===== src/rtl/gf8_pkg.sv =====
package gf8_pkg;
  typedef logic [7:0] gf_byte_t;

  localparam int MAX_TAPS = 12;

  // Carry-less product of a and b, reduced by poly (bit 8 implied set).
  // Horner form: walk b from its top bit, doubling the accumulator in the field.
  function automatic gf_byte_t gf8_mul(input gf_byte_t a, input gf_byte_t b,
                                       input logic [8:0] poly);
    gf_byte_t acc;
    acc = '0;
    for (int i = 7; i >= 0; i--) begin
      acc = {acc[6:0], 1'b0} ^ (acc[7] ? poly[7:0] : 8'h00);
      if (b[i]) acc = acc ^ a;
    end
    return acc;
  endfunction
endpackage


===== src/rtl/gf8_mult.sv =====
module gf8_mult
  import gf8_pkg::*;
#(
  parameter logic [8:0] POLY = 9'h11B
) (
  input  gf_byte_t a,
  input  gf_byte_t b,
  output gf_byte_t p
);
  always_comb p = gf8_mul(a, b, POLY);
endmodule


===== src/rtl/gf_fir_cell.sv =====
module gf_fir_cell
  import gf8_pkg::*;
#(
  parameter logic [7:0] COEF = 8'h01,
  parameter logic [8:0] POLY = 9'h11B
) (
  input  logic     clk,
  input  logic     rst,
  input  logic     step,
  input  gf_byte_t x_bcast,
  input  gf_byte_t part_in,
  output gf_byte_t part_out
);
  gf_byte_t prod;

  gf8_mult #(.POLY(POLY)) mul_i (
    .a(COEF),
    .b(x_bcast),
    .p(prod)
  );

  always_ff @(posedge clk) begin
    if (rst)       part_out <= '0;
    else if (step) part_out <= part_in ^ prod;
  end
endmodule


===== src/rtl/gf_fir_flow.sv =====
module gf_fir_flow (
  input  logic clk,
  input  logic rst,
  input  logic in_valid,
  input  logic out_ready,
  output logic in_ready,
  output logic step,
  output logic out_valid
);
  always_comb begin
    in_ready = !out_valid || out_ready;
    step     = in_valid && in_ready;
  end

  always_ff @(posedge clk) begin
    if (rst)            out_valid <= 1'b0;
    else if (step)      out_valid <= 1'b1;
    else if (out_ready) out_valid <= 1'b0;
  end
endmodule


===== src/rtl/gf_systolic_fir.sv =====
module gf_systolic_fir
  import gf8_pkg::*;
#(
  parameter int                    ORDER  = 7,
  parameter logic [8:0]            POLY   = 9'h11B,
  parameter logic [8*MAX_TAPS-1:0] H_PACK = 96'h03_07_12_2C_4E_63_63_4E_2C_12_07_03
) (
  input  logic       clk,
  input  logic       rst,
  input  logic       in_valid,
  output logic       in_ready,
  input  logic [7:0] in_data,
  output logic       out_valid,
  input  logic       out_ready,
  output logic [7:0] out_data
);
  localparam int NTAPS = ORDER + 1;

  logic step;
  logic [NTAPS:0][7:0] chain;

  assign chain[0] = 8'h00;

  gf_fir_flow flow_i (
    .clk      (clk),
    .rst      (rst),
    .in_valid (in_valid),
    .out_ready(out_ready),
    .in_ready (in_ready),
    .step     (step),
    .out_valid(out_valid)
  );

  // Cell k holds h[NTAPS-1-k]: the partial sum entering at cell k reaches the
  // output after NTAPS-1-k more steps, pairing h[j] with x[n-j].
  for (genvar k = 0; k < NTAPS; k++) begin : g_cell
    gf_fir_cell #(
      .COEF(H_PACK[8*(NTAPS-1-k) +: 8]),
      .POLY(POLY)
    ) cell_i (
      .clk     (clk),
      .rst     (rst),
      .step    (step),
      .x_bcast (in_data),
      .part_in (chain[k]),
      .part_out(chain[k+1])
    );
  end

  assign out_data = chain[NTAPS];
endmodule


===== config.mk =====
export PLATFORM = sky130hd
export DESIGN_NAME = gf_systolic_fir
export DESIGN_NICKNAME = d
export VERILOG_FILES = /design/src/rtl/gf8_pkg.sv /design/src/rtl/gf8_mult.sv /design/src/rtl/gf_fir_cell.sv /design/src/rtl/gf_fir_flow.sv /design/src/rtl/gf_systolic_fir.sv
export SDC_FILE = /design/constraint.sdc
export NUM_CORES = 1
export LEC_CHECK = 0
export BUFFER_PORTS_ARGS = -buffer_cell sky130_fd_sc_hd__clkbuf_2
export CAP_MARGIN = 30
export CORE_MARGIN = 2
export CORE_UTILIZATION = 61
export DETAILED_ROUTE_END_ITERATION = 10
export GPL_TIMING_DRIVEN = 0
export MAX_ROUTING_LAYER = met4
export PLACE_DENSITY = 0.8
export RECOVER_POWER = 50
export SLEW_MARGIN = 20
export SYNTH_ARGS = -nofsm -noshare
export SYNTH_HDL_FRONTEND = slang
export SYNTH_SLANG_ARGS = --single-unit

===== constraint.sdc =====
create_clock -name clk -period 3.1 [get_ports clk]
set_clock_uncertainty 0.05 [all_clocks]
set_input_delay 0.155 -clock clk [delete_from_list [all_inputs] [get_ports clk]]
set_output_delay 0.155 -clock clk [all_outputs]
set_load 0.03 [all_outputs]

==> results of run 1 <==
per-layer routing:
metal | GRT usage | part of all wire | routed length (um)
met2 | 0.4393 | 0.49 | 3980
met3 | 0.06778 | 0.067 | 547
met1 | 0.3254 | 0.42 | 3404
met5 | - | 0 | 0
met4 | 0.1559 | 0.031 | 255
cells by family (layout without fill, tap and decap cells):
family,count (synthesis),after routing,synth area share
compound gates,65,65,0.1146
xor+xnor,113,113,0.3610
buf+inv,39,68,0.05834
flops,65,65,0.3569
simple gates,96,96,0.1091
path summary, 6_finish.rpt:
check,startpoint,endpoint,slack [ns]
max,flow_i.out_valid,g_cell[7].cell_i.part_out[1],0.84
max reg2reg,flow_i.out_valid,g_cell[7].cell_i.part_out[1],0.84
min reg2reg,g_cell[7].cell_i.part_out[0],g_cell[7].cell_i.part_out[0],0.40
min,in_valid,flow_i.out_valid,0.008
flip-flops by register name (all words and copies together) (netlist names):
name	count
flow_i.out_valid	1
g_cell.cell_i.part_out	64
through the flow:
step / cells / setup WS (ns)
after floorplan: 378 / 1.220
after global placement: 467 / 1.076
after detailed placement: 467 / 1.037
after CTS: 482 / 1.013
after global routing: 482 / 0.7163
final: 482 / 0.8402
power by group:
| part | total, mW | internal [mW] | switching (mW) |
|---|---|---|---|
| Sequential | 0.998 | 0.936 | 0.0626 |
| Clock | 0.666 | 0.347 | 0.319 |
| Combinational | 0.746 | 0.379 | 0.367 |
area by class of cell:
class                      instances  area, um^2  share of cell area
sequential                        65        1301              0.3275
multi-input combinational        274        2132              0.5365
clock buffer                      12       165.2             0.04156
timing repair buffer              14       56.30             0.01417
tap                               75       93.84             0.02361
buffer                            38       206.4             0.05195
clock inverter                     3       15.01            0.003778
inverter                           1       3.754           0.0009446
layout by cell type, fill, tap and decap left out, drive strengths merged:
cell	Yosys	routed
xnor2	76	76
nand2	44	44
buf	21	19
nor2	38	38
and2	2	2
clkinv	0	3
xor3	9	9
dfxtp	65	65
nor3	1	1
a211oi	35	35
nand3b	3	3
clkbuf	17	45
o21ai	4	4
a21oi	26	26
inv	1	1
xor2	20	20
nand2b	8	8
xnor3	8	8
critical path: stages (launching register included):
cell and delay [ns]:
dfxtp_1 0.31, nand2b_1 0.13, and2_1 0.14, clkbuf_1 0.32, clkbuf_1 0.43, buf_1 0.56, a211oi_1 0.16
==> results.yml, run 1 <==
worst_hold_path:
  min_delay_path_depth: 3
  hold_path.class: "input port to flip-flop"
grt:
  grt_usage: 0.2787
  antenna_found_initial: 0
  grt_pass1_wl_mm: 12.87
  grt_max_degree: 11
  overflow: 0
  grt_pass1_vias: 2547
layout:
  layout-drive-gt1-share: 0.1155
  finish.net_count: 415
  final_area_um2: 3974
  antennaDiodeCount: 0
  n_fill_cell: 466
  fin_util: 0.6792
  synthToLayoutAreaGrowth_pct: 8.991
sta:
  finalHoldViolations: 0
  holdWs_ns: 0.007598
  drv_slew: 0
  grt_setup_unrepaired: "no"
  fmax_mhz: 442.5
  relSlewSlack: 0.5686
  tns_ns: 0
  setup_viol: 0
  tightestPinTransition_ns: 0.6472
  period_needed_ns: 2.260
  post-route-period-util: 0.7290
placed_design:
  place_congestion: 0.8551
  dp_hpwl_mm: 5.673
  portBuffers: 14
  dpl-instance-area_um2: 3810
synth:
  synth_top_area_cell: "dfxtp_1"
  syn_avg_cell_area_um2: 9.645
  ys_ff_latch: 65
  synth_nets: 390
  yosysMostFrequentCell: "xnor2_1"
  synth.cells.most_frequent: "xnor2_1 (67), dfxtp_1 (65), nand2_1 (44)"
  ys.flop_type: "dfxtp_1"
  synthCells: 378
  async_flop_share: 0
  synth_cell_types: 25
  syn_area_um2: 3646
  synth.yosys.seq_area_share: 0.3569
  synthTopCellsByArea: "dfxtp_1 (36%), xnor2_1 (16%), a211oi_1 (7.0%)"
  synth-edff-count: 0
  synth_warnings: 0
  synth_top_area_share: 0.3569
floorplan:
  die_area_um2: 6611
  die_h_um: 81.31
  std_cell_rows: 28
  die_x_um: 81.31
  start_util: 0.6232
  core-area_um2: 5851
  io-pin-count: 22
run_status:
  status: "complete, no violations"
route:
  routed_wl_mm: 8.187
  drcViolationCount: 0
  vias: 2666
  drt-initial-drc-count: 151
  via_per_inst: 5.531
  routedWlPerCell_um: 16.99
  dr.pass1.iters: 4
  drtAntennaViolNets: 0
clock_network:
  clkTransAtPathRegs_ns: 0.07
  cts-htree-levels: 3
  clock_sinks: 65
  worstSkewPairLatency_ns: 0.35
  cts_tree: "built"
  postCtsHoldBufs: 0
  post_cts_resized: 0
  root_buffer: "clkbuf_8"
  cts_setup_buffers: 0
  numCtsBuffers: 9
  max-clock-path-buffers: 2
pwr:
  power_leakage_nw: 1.590
  ir_worst_vdd_v: 0.0003818
  total_power_mw: 2.411
  powerDensity_nw_per_um2: 606.7
worst_setup_path:
  r2r_cells: 6
  cp_max_fo: 10
  cp_data_required_time_ns: 3.24
  worst-setup-path-type: "flip-flop to flip-flop"
  worstSetupStartpointType: "flip-flop"
  cp.arrival_ns: 2.40
  worstSetupEndpointType: "flip-flop"
job:
  maxCapViolCount: 0
Power figures use the tool's default switching activity.
==> inputs of run 2 (changes only) <==
==> constraint.sdc (replaced) <==
create_clock -name clk -period 2.4 [get_ports clk]
set_clock_uncertainty 0.05 [all_clocks]
set_input_delay 0.12 -clock clk [delete_from_list [all_inputs] [get_ports clk]]
set_output_delay 0.12 -clock clk [all_outputs]
set_load 0.03 [all_outputs]
==> results.yml, run 2 (same netlist as run 1, synthesis figures left out) <==
grt:
  antenna_found_initial: 0
  overflow: 0
  grt_usage: 0.2792
  grt_max_degree: 11
  grt_pass1_wl_mm: 12.90
  grtUsageMet3: 0.06778
  grt_use_met1: 0.3268
  grt_pass1_vias: 2554
  grtUsageMet2: 0.4393
  gr-max-usage-layer: "met2"
clock_network:
  max-clock-path-buffers: 2
  clkTransAtPathRegs_ns: 0.07
  cts-htree-levels: 3
  post_cts_resized: 0
  cts_tree: "built"
  worstSkewPairLatency_ns: 0.35
  postCtsHoldBufs: 1
  clock_sinks: 65
  cts_setup_buffers: 0
  numCtsBuffers: 9
  root_buffer: "clkbuf_8"
worst_setup_path:
  cp_data_required_time_ns: 2.54
  worstSetupEndpointType: "flip-flop"
  worst-setup-path-type: "flip-flop to flip-flop"
  rrSetupSlack_ns: 0.29
  cp_max_fo: 10
  cp.arrival_ns: 2.25
  slowest_delay_ns: 0.54
  cp_cell_sequence: "nand2b_1 > and2_1 > clkbuf_1 > buf_2 > buf_1 > a211oi_1"
  worstSetupStartpointType: "flip-flop"
  cpMaxStageDelayCell: "buf_1"
  r2r_start: "flow_i.out_valid"
  cp-startpoint: "flow_i.out_valid"
placed_design:
  portBuffers: 14
  post-place-ws_ns: 0.3365
  place_congestion: 0.8551
  dp_hpwl_mm: 5.673
sta:
  setup_viol: 0
  tns_ns: 0
  post-route-period-util: 0.8776
  grt_setup_unrepaired: "no"
  period_needed_ns: 2.106
  relSlewSlack: 0.5619
  setup_slack_ns: 0.2938
  drv_slew: 0
  tightestPinTransition_ns: 0.6571
  fmax_mhz: 474.8
  finalHoldViolations: 0
worst_hold_path:
  hold_path.class: "input port to flip-flop"
  hold_path_startpoint: "out_ready"
route:
  vias: 2696
  dr.pass1.iters: 4
  routedWlPerCell_um: 17.05
  via_per_inst: 5.582
  drt-initial-drc-count: 125
  drcViolationCount: 0
  drtAntennaViolNets: 0
  routed_wl_mm: 8.235
layout:
  largest_register_ff_count: 64
  reg.largest.list: "g_cell.cell_i.part_out x64, flow_i.out_valid x1"
  fin_util: 0.6811
  multi_input_area_um2: 2132
  final_common_cell: "xnor2_1"
  layout_common_cells: "xnor2_1 (67), dfxtp_1 (65), nand2_1 (44)"
  layout-drive-gt1-share: 0.1176
  synthToLayoutAreaGrowth_pct: 9.300
  seq_area_um2: 1301
  regMostFlops: "g_cell.cell_i.part_out"
  antennaDiodeCount: 0
  finish.net_count: 416
  n_fill_cell: 465
floorplan:
  start_util: 0.6232
  std_cell_rows: 28
  die_h_um: 81.31
  die_x_um: 81.31
  die_area_um2: 6611
  core-area_um2: 5851
  io-pin-count: 22
pwr:
  power_leakage_nw: 1.597
  ir_worst_vdd_v: 0.0004910
  powerDensity_nw_per_um2: 784.3
run_status:
  status: "complete, no violations"
job:
  maxCapViolCount: 0
## run 2: cell count changes in the layout (fill, tap and decap cells not counted)
cell,previous run,this run
dlygate4sd3_1,0,1
buf_2,2,3
clkbuf_1,29,28
## run 2: stage by stage
stage	cells	instance area [um^2]	total power [mW]	hold slack (ns)
after global routing	483	3985	3.279	0.08788
after detailed placement	467	3810	2.275	0.3360
after global placement	467	3810	2.238	0.3107
after floorplan	378	3646	2.098	0.1995
final	483	3985	3.125	0.07440
after CTS	483	4000	3.136	0.06133
## run 2: area by class of cell
cell class / instances / area share
Buffer: 38 / 0.05212
Clock buffer: 12 / 0.04144
Clock inverter: 3 / 0.003768
Inverter: 1 / 0.0009419
Multi-Input combinational cell: 274 / 0.5350
Sequential cell: 65 / 0.3265
Tap cell: 75 / 0.02355
Timing Repair Buffer: 15 / 0.01664
## run 2: worst max-delay path: cells and delay by family (launching register included)
| kind | cells | cell delay (ns) |
|---|---|---|
| AO/OA/AOI/OAI | 1 | 0.16 |
| buffers and inverters | 3 | 1.16 |
| flip-flops | 1 | 0.31 |
| AND/OR/NAND/NOR | 2 | 0.26 |
## run 2: routing by layer
metal / wire length, um / vias to the layer above
met5: 0 / -
met4: 283 / 0
met3: 571 / 25
met2: 3963 / 106
met1: 3417 / 1277
li1: - / 1288
## run 2: final timing paths
check / endpoint / cells past startpoint
hold reg to reg: g_cell[7].cell_i.part_out[0] / 2
setup reg to reg: g_cell[7].cell_i.part_out[1] / 6
setup / recovery: g_cell[7].cell_i.part_out[1] / 6
hold / removal: flow_i.out_valid / 3
## run 2: where the power goes
group          switching [mW]  leakage [nW]  internal [mW]  total, mW
Clock                   0.421        0.0980          0.449      0.869
Combinational           0.475         0.961          0.491      0.967
Sequential             0.0809         0.538           1.21       1.29
==> inputs of run 3 (changes only) <==
--- a/config.mk
+++ b/config.mk
@@ -5,6 +5,7 @@
 export SDC_FILE = /design/constraint.sdc
 export NUM_CORES = 1
 export LEC_CHECK = 0
+export ABC_AREA = 1
 export BUFFER_PORTS_ARGS = -buffer_cell sky130_fd_sc_hd__clkbuf_2
 export CAP_MARGIN = 30
 export CORE_MARGIN = 2
==> results.yml, run 3 <==
run_status:
  status: "complete, no violations"
synth:
  synthCells: 550
  synthTopCellsByArea: "dfxtp_1 (32%), inv_1 (7.7%), nand2_1 (7.5%)"
  ys_ff_latch: 65
  synth_cell_types: 32
  ys.flop_type: "dfxtp_1"
  synth_warnings: 0
  synth_top_area_cell: "dfxtp_1"
  synth_nets: 562
  syn_avg_cell_area_um2: 7.325
  synth-edff-count: 0
  synth.cells.most_frequent: "inv_1 (83), nand2_1 (81), dfxtp_1 (65)"
  synth_top_area_share: 0.3230
  syn_area_um2: 4029
  yosysMostFrequentCell: "inv_1"
  synth.yosys.seq_area_share: 0.3230
  async_flop_share: 0
layout:
  antennaDiodeCount: 0
  reg.largest.list: "g_cell.cell_i.part_out x64, flow_i.out_valid x1"
  synthToLayoutAreaGrowth_pct: 9.099
  layout-drive-gt1-share: 0.1500
  fin_util: 0.6883
  largest_register_ff_count: 64
  layout_common_cells: "inv_1 (83), nand2_1 (81), dfxtp_1 (65)"
  final_common_cell: "inv_1"
  final_area_um2: 4395
  regMostFlops: "g_cell.cell_i.part_out"
  finish.net_count: 587
clock_network:
  postCtsHoldBufs: 0
  max-clock-path-buffers: 2
  root_buffer: "clkbuf_8"
  post_cts_resized: 0
  numCtsBuffers: 9
  clkTransAtPathRegs_ns: 0.07
  worstSkewPairLatency_ns: 0.36
  cts-htree-levels: 3
  clock_sinks: 65
  cts_setup_buffers: 0
  cts_tree: "built"
sta:
  period_needed_ns: 1.889
  relSlewSlack: 0.5739
  tightestPinTransition_ns: 0.6392
  setup_viol: 0
  drv_slew: 0
  grt_setup_unrepaired: "no"
  finalHoldViolations: 0
  fmax_mhz: 529.3
  post-route-period-util: 0.7872
  tns_ns: 0
pwr:
  seqPwrFrac: 0.399
  power_leakage_nw: 2.245
  switching_share: 0.3355
  total_power_mw: 3.169
  clkPwrFrac: 0.331
  p_sw_mw: 1.063
  p_int_mw: 2.106
  ir_worst_vdd_v: 0.0006382
  powerDensity_nw_per_um2: 721.0
  pwr-share-comb: 0.271
worst_setup_path:
  worst-setup-path-type: "flip-flop to flip-flop"
  rrSetupSlack_ns: 0.51
  worstSetupEndpointType: "flip-flop"
  cp_data_required_time_ns: 2.60
  worstSetupStartpointType: "flip-flop"
  cp_common_cell: "nand2_1"
  cp.arrival_ns: 2.09
  slowest_delay_ns: 0.48
  cp_cell_sequence: "nand2_1 > nand2_1 > inv_1 > clkbuf_1 > nand2_1 > o221ai_1 > inv_1"
  crit_buf_inv: 3
  r2r_start: "flow_i.out_valid"
  r2r_cells: 7
  cp_max_fo: 10
  worstReg2RegEnd: "g_cell[2].cell_i.part_out[3]"
  cpMaxStageDelayCell: "clkbuf_1"
  critPathTopFamily: "buffers and inverters"
job:
  maxCapViolCount: 0
grt:
  grt_pass1_vias: 3466
  antenna_found_initial: 0
  grt_usage: 0.3126
  grt_pass1_wl_mm: 16.93
  overflow: 0
  grt_max_degree: 13
floorplan:
  std_cell_rows: 29
  die_x_um: 85.27
  core-area_um2: 6386
  io-pin-count: 22
  die_area_um2: 7271
  start_util: 0.6309
  die_h_um: 85.27
worst_hold_path:
  hold_path.class: "input port to flip-flop"
  hold_path_startpoint: "out_ready"
  min_delay_path_depth: 4
  hold_path_end: "flow_i.out_valid"
route:
  drtAntennaViolNets: 0
  drt-initial-drc-count: 254
  drcViolationCount: 0
  routedWlPerCell_um: 15.94
  dr.pass1.iters: 6
  via_per_inst: 5.464
  vias: 3590
  routed_wl_mm: 10.48
placed_design:
  dp_hpwl_mm: 7.132
  place_congestion: 0.8983
  portBuffers: 14
  dpl-instance-area_um2: 4195
-- run 3: area by class of cell --
cell class | instances | area (um^2)
multi-input combinational | 359 | 2131
clock inverter | 7 | 93.84
tap | 77 | 96.34
clock buffer | 9 | 123.9
inverter | 91 | 349.1
buffer | 35 | 242.7
fill | 566 | 1991
sequential | 65 | 1301
timing repair buffer | 14 | 57.56
-- run 3: routing by layer --
metal  wire [um]  track usage  vias up
met2        5227       0.5305      153
met3         843      0.06615       30
met5           0            -        -
met4         257       0.1183        0
met1        4146       0.3619     1664
li1            -            -     1743
-- run 3: worst register-to-register path, delay by kind of cell (launching register included) --
family	cells	cell delay [ns]
flip-flops	1	0.31
buffers and inverters	3	0.75
AND/OR/NAND/NOR	3	0.48
AO/OA/AOI/OAI	1	0.19
-- run 3: through the flow --
stage	cells	worst slack (ns)	hold WS, ns
final	657	0.5107	0.01973
after floorplan	550	0.5815	0.2929
after global routing	657	0.3470	0.05494
after global placement	641	0.7064	0.3740
after CTS	657	0.6232	0.02345
after detailed placement	641	0.6884	0.3954
-- run 3: cell families after synthesis --
group / count (synthesis) / share of synthesized area
AOI/OAI and AO/OA: 82 / 0.1143
buffers and inverters: 126 / 0.1481
DFF: 65 / 0.3230
xor gates and xnor gates: 73 / 0.1848
and+or+nand+nor: 204 / 0.2298
-- run 3: power by group through the flow --
stage               sequential [mW]  clock [mW]  combinational (mW)
CTS                            1.26        1.05               0.855
finish                         1.26        1.05               0.858
floorplan                      1.27           0               0.672
global route                   1.27        1.10               0.947
global placement               1.28           0               0.816
detailed placement             1.29           0               0.843
-- run 3: worst max path at each step --
stage                                         to  cells after the start        startpoint  slack (ns)
floorplan           g_cell[1].cell_i.part_out[3]                      7  flow_i.out_valid        0.58
detailed placement  g_cell[5].cell_i.part_out[4]                      6  flow_i.out_valid        0.69
global route        g_cell[7].cell_i.part_out[2]                      8  flow_i.out_valid        0.35
CTS                 g_cell[3].cell_i.part_out[4]                      6  flow_i.out_valid        0.62
finish              g_cell[2].cell_i.part_out[3]                      7  flow_i.out_valid        0.51
global placement    g_cell[5].cell_i.part_out[4]                      6  flow_i.out_valid        0.71
